--- src/rtl/flow_ring_resolver.sv ---
module flow_ring_resolver #(
  parameter int RING_W = 5,
  parameter int N_HI   = 4
) (
  input  logic              clk,
  input  logic              rst_n,
  input  logic              req_valid,
  input  logic              hit,
  input  logic              ent_valid,
  input  logic [RING_W-1:0] ent_dest,
  input  logic [1:0]        ent_handler,
  input  logic              ent_drop,
  input  logic              ent_offload,
  input  logic              ent_stale,
  input  logic [RING_W-1:0] peer_dest,
  input  logic [RING_W-1:0] rule_dest,
  input  logic              multi_buf,
  input  logic [RING_W-1:0] cfg_offload_ring,
  input  logic              cfg_offload_mb_block,
  input  logic              cfg_first_frag,
  input  logic [RING_W-1:0] cfg_default_ring,
  input  logic [N_HI-1:0]   cfg_hi_present,
  input  logic              map_we,
  input  logic [RING_W-1:0] map_addr,
  input  logic [RING_W-1:0] map_data,
  output logic              res_valid,
  output logic [RING_W-1:0] res_ring,
  output logic              res_found,
  output logic              res_mark_stale
);
  localparam int DEPTH = 1 << RING_W;
  localparam int HI_IW = (N_HI > 1) ? $clog2(N_HI) : 1;
  localparam logic [RING_W-1:0] RELEASE_RING = RING_W'(5);
  localparam logic [RING_W-1:0] HI_BASE      = RING_W'(7);
  localparam logic [RING_W-1:0] HI_END       = RING_W'(7 + N_HI);

  logic [RING_W-1:0] remap_q [DEPTH];

  always_ff @(posedge clk or negedge rst_n) begin
    if (!rst_n) begin
      for (int i = 0; i < DEPTH; i++) remap_q[i] <= '0;
    end else if (map_we) begin
      remap_q[map_addr] <= map_data;
    end
  end

  wire match    = hit & ent_valid;
  wire usable   = match & ~ent_stale;
  wire offl_on  = ent_offload & ~(multi_buf & cfg_offload_mb_block);

  logic [RING_W-1:0] raw;
  always_comb begin
    case (ent_handler)
      2'd1:    raw = peer_dest;
      2'd3:    raw = rule_dest;
      default: raw = ent_dest;
    endcase
  end

  wire [RING_W-1:0] hi_off   = raw - HI_BASE;
  wire              in_hi    = (raw >= HI_BASE) && (raw < HI_END);
  wire              keep_raw = (raw < HI_BASE) ||
                               (in_hi && cfg_hi_present[hi_off[HI_IW-1:0]]);
  wire [RING_W-1:0] mapped   = keep_raw ? raw : remap_q[raw];

  logic [RING_W-1:0] ring_d;
  always_comb begin
    if (!usable)       ring_d = cfg_default_ring;
    else if (ent_drop) ring_d = RELEASE_RING;
    else if (offl_on)  ring_d = cfg_offload_ring;
    else               ring_d = mapped;
  end

  always_ff @(posedge clk or negedge rst_n) begin
    if (!rst_n) begin
      res_valid      <= 1'b0;
      res_ring       <= '0;
      res_found      <= 1'b0;
      res_mark_stale <= 1'b0;
    end else begin
      res_valid      <= req_valid;
      res_found      <= req_valid & usable;
      res_mark_stale <= req_valid & match & cfg_first_frag;
      if (req_valid) res_ring <= ring_d;
    end
  end

  a_r1_valid_follows: assert property (@(posedge clk) disable iff (!rst_n)
    req_valid |=> res_valid);
  a_r1_quiet_when_idle: assert property (@(posedge clk) disable iff (!rst_n)
    !res_valid |-> (!res_found && !res_mark_stale));
  a_r2_miss_default: assert property (@(posedge clk) disable iff (!rst_n)
    (req_valid && !(hit && ent_valid)) |=> (!res_found && res_ring == $past(cfg_default_ring)));
  a_r3_stale_fails: assert property (@(posedge clk) disable iff (!rst_n)
    (req_valid && ent_stale) |=> !res_found);
  a_r4_mark_needs_mode: assert property (@(posedge clk) disable iff (!rst_n)
    (req_valid && !cfg_first_frag) |=> !res_mark_stale);
  a_r5_drop_release: assert property (@(posedge clk) disable iff (!rst_n)
    (req_valid && hit && ent_valid && !ent_stale && ent_drop) |=> (res_found && res_ring == RELEASE_RING));
  a_r6_offload_ring: assert property (@(posedge clk) disable iff (!rst_n)
    (req_valid && hit && ent_valid && !ent_stale && !ent_drop && ent_offload && !multi_buf)
      |=> (res_ring == $past(cfg_offload_ring)));
endmodule

--- config.mk ---
export PLATFORM = sky130hd
export DESIGN_NAME = flow_ring_resolver
export DESIGN_NICKNAME = d
export VERILOG_FILES = /design/src/rtl/flow_ring_resolver.sv
export SDC_FILE = /design/constraint.sdc
export NUM_CORES = 1
export LEC_CHECK = 0
export ABC_AREA = 1
export ABC_CLOCK_PERIOD_IN_PS = 1150
export BUFFER_PORTS_ARGS = -buffer_cell sky130_fd_sc_hd__clkbuf_2
export CORE_MARGIN = 2
export CORE_UTILIZATION = 30
export DETAILED_ROUTE_END_ITERATION = 10
export HOLD_SLACK_MARGIN = 0.03
export SLEW_MARGIN = 10
export SYNTH_ARGS = -nofsm -noshare
export SYNTH_HDL_FRONTEND = slang
export SYNTH_SLANG_ARGS = --single-unit
--- constraint.sdc ---
create_clock -name clk -period 1.15 [get_ports clk]
set_input_delay 0.0575 -clock clk [delete_from_list [all_inputs] [get_ports clk]]
set_output_delay 0.0575 -clock clk [all_outputs]
set_load 0.02 [all_outputs]
==> results.txt <==
The top flip-flop cell by instance count after synthesis is sky130_fd_sc_hd__dfrtp_1. The overall die height came out at 163.7 um. The final clock period utilization by the worst path was 125.6%; the total power was 0.01607 W. The share of async-settable or async-resettable flops after synthesis came out at 100.0%. The first element of the critical path was ent_handler[0].

The internal power of the cells totals 0.01122 W. For the pin with the worst max-slew slack, the measured transition is 345.1 ps. For the first-pass GRT wire length, the log shows 37720 um. The netlist uses 27 different library cells. The final-layout setup total negative slack was -1211 ps; the number of CTS-inserted buffers was 17.

The run gives 0.8732 as the routability congestion estimate. The most frequent cell on the critical path is sky130_fd_sc_hd__nand2_1. The die covers 26780 um2. TritonCTS built the clock tree. The share of total power dissipated in sequential elements is 43.6%.

For the final count of negative-setup-slack endpoints, the log shows 5. The area growth from synthesis to layout is 33.79%. The run gives 40.75% as the final design utilization.

The tools report the worst relative slew slack as 77.00%. Summed over all nets, the switching power comes to 0.004848 W. The repair_antennas step left the layout with diodes totalling 0. The kind of end point of the critical path was a register. The logs give 7099 for the number of global-route vias before repair and 4.912 nW for the cell leakage power.

Synthesis produced 1002 cells. The final-report hold violation count came out at 0. Summed over all layers, the global routing overflow is 0. The cell area after synthesis is 7647 um2. The post-synth net total came out at 1056.

The clock transition at the register clock pins on the worst setup and hold paths after CTS came out at 60 ps. The startpoint kind of the worst setup timing path was a primary input. The flow ran to the end, but the final reports show violations.

The tools report the number of levels the H-tree was split into as 4. The launching point of the worst reg2reg path was remap_q[83]$_DFFE_PN0P_. Timing would allow up to 692.4 MHz.

In this run the worst hold path is classified as in2async. Detailed routing inserted a total of 7385 vias. The worst hold-check slack was 93.13 ps. The number of enable flip-flop cells after synthesis was 0; the required time of the critical path was 1500 ps.

The run gives 0 as the number of antenna violations at the first check in global routing. Walking the worst path, the cells encountered are clkbuf_16 > or2_4 > nand3_4 > inv_4 > ha_4 > o21ai_2 > nand2_2 > nand2_2 > a21oi_2 > nand2_1 > nand2_1 > nand2_1 > nand2_1 > nand2_1 > nand2_1 > nand2_1 > a21oi_1. Summed over all nets, the half-perimeter wirelength after detailed placement is 15510 um. Dividing total power by cell area gives a power density of 1570 nW/um2. In the final design database the tool counted 1222 nets.

Post-route antenna net violation count: 0. STA puts the critical path data arrival time at 1790 ps. Of the total power, the clock network draws 33.6%. The critical path start-end classification is in2reg. In this run the critical register-to-register path is captured at res_ring[3]$_DFFE_PN0P_. The filler cells instantiated in the layout total 2579. Highest fanout seen on the critical path: 5. For the post-detailed-route DRC marker count, the log shows 0. The cell sitting at the root of the clock tree is a sky130_fd_sc_hd__clkbuf_16. The max-cap violation count was 0.

Among all stages on the critical path, the largest delay is contributed by sky130_fd_sc_hd__ha_4. The logs give 22.9% for the combinational fraction of design power and 5 for the length of the first detailed-routing pass in iterations. For the placeable core area, the log shows 25110 um2. Setup repair after global routing could not meet its margin everywhere. Dividing the detail-routed wire length by the instance count gives 15.62 um. The checks that failed: setup timing. The count of yosys warnings during synthesis is 0, and the I/O pin count is 61. Net switching is 30.18% of the power. Counting along the longest clock path gives a buffer depth of 2.

The number of cells on the worst reg-to-reg path is 10. For the final database, setup skew stands at 10.54 ps. For this run, the total global-route usage over all layers was measured as 18.16%.

The tools report the portion of the post-synthesis area used by sequential elements as 50.39%. The cell total after placement is 1454, and the total of buffers placed on input and output ports is 60. The largest stage delay on the critical path was 310 ps; the final routed wirelength across all metal layers was 23590 um. In this run the core area contains 58 standard-cell rows. After layout, the minimum clock period comes to 1444 ps. Cells with a size suffix above 1 make up 22.97% of the layout. The number of pins with negative max-slew slack in the final report was 0; the clock sink count was 154.

The post-synthesis area per instance is 7.632 um2. The clock latency on the worst-skew pair is 420 ps. Synthesis inferred 154 register bits. The worst-case IR drop observed on VDD is 936.5 uV.

The finished layout holds 1510 standard cells, fillers aside. Horizontal die dimension: 163.7 um. The final worst slack was -294.2 ps.

The tools report the timing endpoint of the critical path as res_ring[3]$_DFFE_PN0P_. The minimum setup slack among reg-to-reg paths came out at -200 ps. For this configuration, the core starts out at a cell density of 30.46%. The DRC marker count from the first detailed-route iteration was 510. The ratio of routed vias to standard cells was 4.891. Entering global routing, the biggest net connects 51 pins.
-- power by group through the flow --
stage / combinational [W] / clock [W] / sequential [W]
finish: 0.00367 / 0.00540 / 0.00700
global route: 0.00416 / 0.00574 / 0.00711
CTS: 0.00354 / 0.00550 / 0.00698
detailed placement: 0.00341 / 0 / 0.00706
global placement: 0.00335 / 0 / 0.00704
floorplan: 0.00205 / 0 / 0.00694
-- metal layers --
metal | part of all wire [%] | global-route usage [%] | up-vias
met2 | 48 | 29.74 | 214
met3 | 5.4 | 3.580 | 27
li1 | - | - | 3637
met1 | 45 | 24.50 | 3507
met4 | 1.5 | 4.944 | 0
met5 | 0 | 0 | -
-- flip-flops by register name, indices dropped and copies added, names as in the netlist --
register and count:
res_mark_stale 1, res_valid 1, res_found 1, remap_q 146
res_ring 5
-- critical path, delay by kind of cell --
family,cells,cell delay [ps]
AOI/OAI and AO/OA,3,330
adders and majority gates,1,310
buffers and inverters,2,190
and+or+nand+nor,11,870
-- cell families (layout without fill, tap and decap cells) --
group	count (synthesis)	in the layout	share of synthesized area (%)
and+or+nand+nor	545	545	30.66
buffers and inverters	118	296	6.332
DFF	154	154	50.39
adders and majority gates	1	1	0.1636
AOI/OAI and AO/OA	184	184	12.45
-- worst min-delay path by stage --
stage                     slack (ps)                      to  cells past startpoint
final                             90     res_valid$_DFF_PN0_                      2
after global routing             100  remap_q[9]$_DFFE_PN0P_                      4
after CTS                         80  remap_q[9]$_DFFE_PN0P_                      4
after detailed placement         -30     res_valid$_DFF_PN0_                      1
after global placement           -30     res_valid$_DFF_PN0_                      1
after floorplan                 -240  remap_q[0]$_DFFE_PN0P_                      0
-- per-stage QoR --
step	area, um2	setup WS, ps
after global placement	9233	-733.7
after floorplan	7740	-551.7
after detailed placement	9233	-779.5
final	10230	-294.2
after CTS	10080	-237.7
after global routing	10230	-368.7
-- synthesized netlist by cell type, types with 3 or more instances --
library cell / count / area [um2]
sky130_fd_sc_hd__nand2_1: 351 / 1318
sky130_fd_sc_hd__dfrtp_1: 154 / 3854
sky130_fd_sc_hd__o21ai_0: 132 / 660.6
sky130_fd_sc_hd__nand3_1: 86 / 430.4
sky130_fd_sc_hd__inv_1: 68 / 255.2
sky130_fd_sc_hd__nor2_1: 44 / 165.2
sky130_fd_sc_hd__a21oi_1: 36 / 180.2
sky130_fd_sc_hd__nand4_1: 35 / 219.0
sky130_fd_sc_hd__clkbuf_1: 21 / 78.83
sky130_fd_sc_hd__buf_2: 18 / 90.09
sky130_fd_sc_hd__nor3_1: 13 / 65.06
sky130_fd_sc_hd__o211ai_1: 12 / 90.09
sky130_fd_sc_hd__nand3_2: 7 / 70.07
sky130_fd_sc_hd__inv_2: 4 / 15.01
sky130_fd_sc_hd__buf_1: 3 / 11.26
sky130_fd_sc_hd__buf_4: 3 / 22.52
sky130_fd_sc_hd__o21ai_1: 3 / 15.01
-- cell usage in the layout (no fill, tap or decap), drive strengths merged --
cell type and n:
a21oi 36, a31oi 1, buf 115, bufinv 1, clkbuf 81, clkinv 4, clkinvlp 2, dfrtp 154
dlygate4sd3 19, ha 1, inv 74, nand2 352, nand3 93, nand3b 1, nand4 35, nor2 47
nor3 14, nor4 1, o211ai 12, o21ai 135, or2 2
-- area by class of cell --
class                      instances  area, um2  area share [%]
clock buffer                      22      474.2           4.635
clock inverter                     9      90.09          0.8805
inverter                          72      277.8           2.715
multi-input combinational        730       3550           34.69
sequential                       154       3854           37.67
tap                              330      412.9           4.036
timing repair buffer             193       1573           15.37
-- timing repair --
action                     4_1_cts  5_1_grt
pin swaps                       15       38
resized for setup               20       35
setup endpoints to repair        5        5
buffers inserted                 1        5
hold endpoints to repair       169        0
hold buffers                    19        0
(Power assumes the default switching activity.)
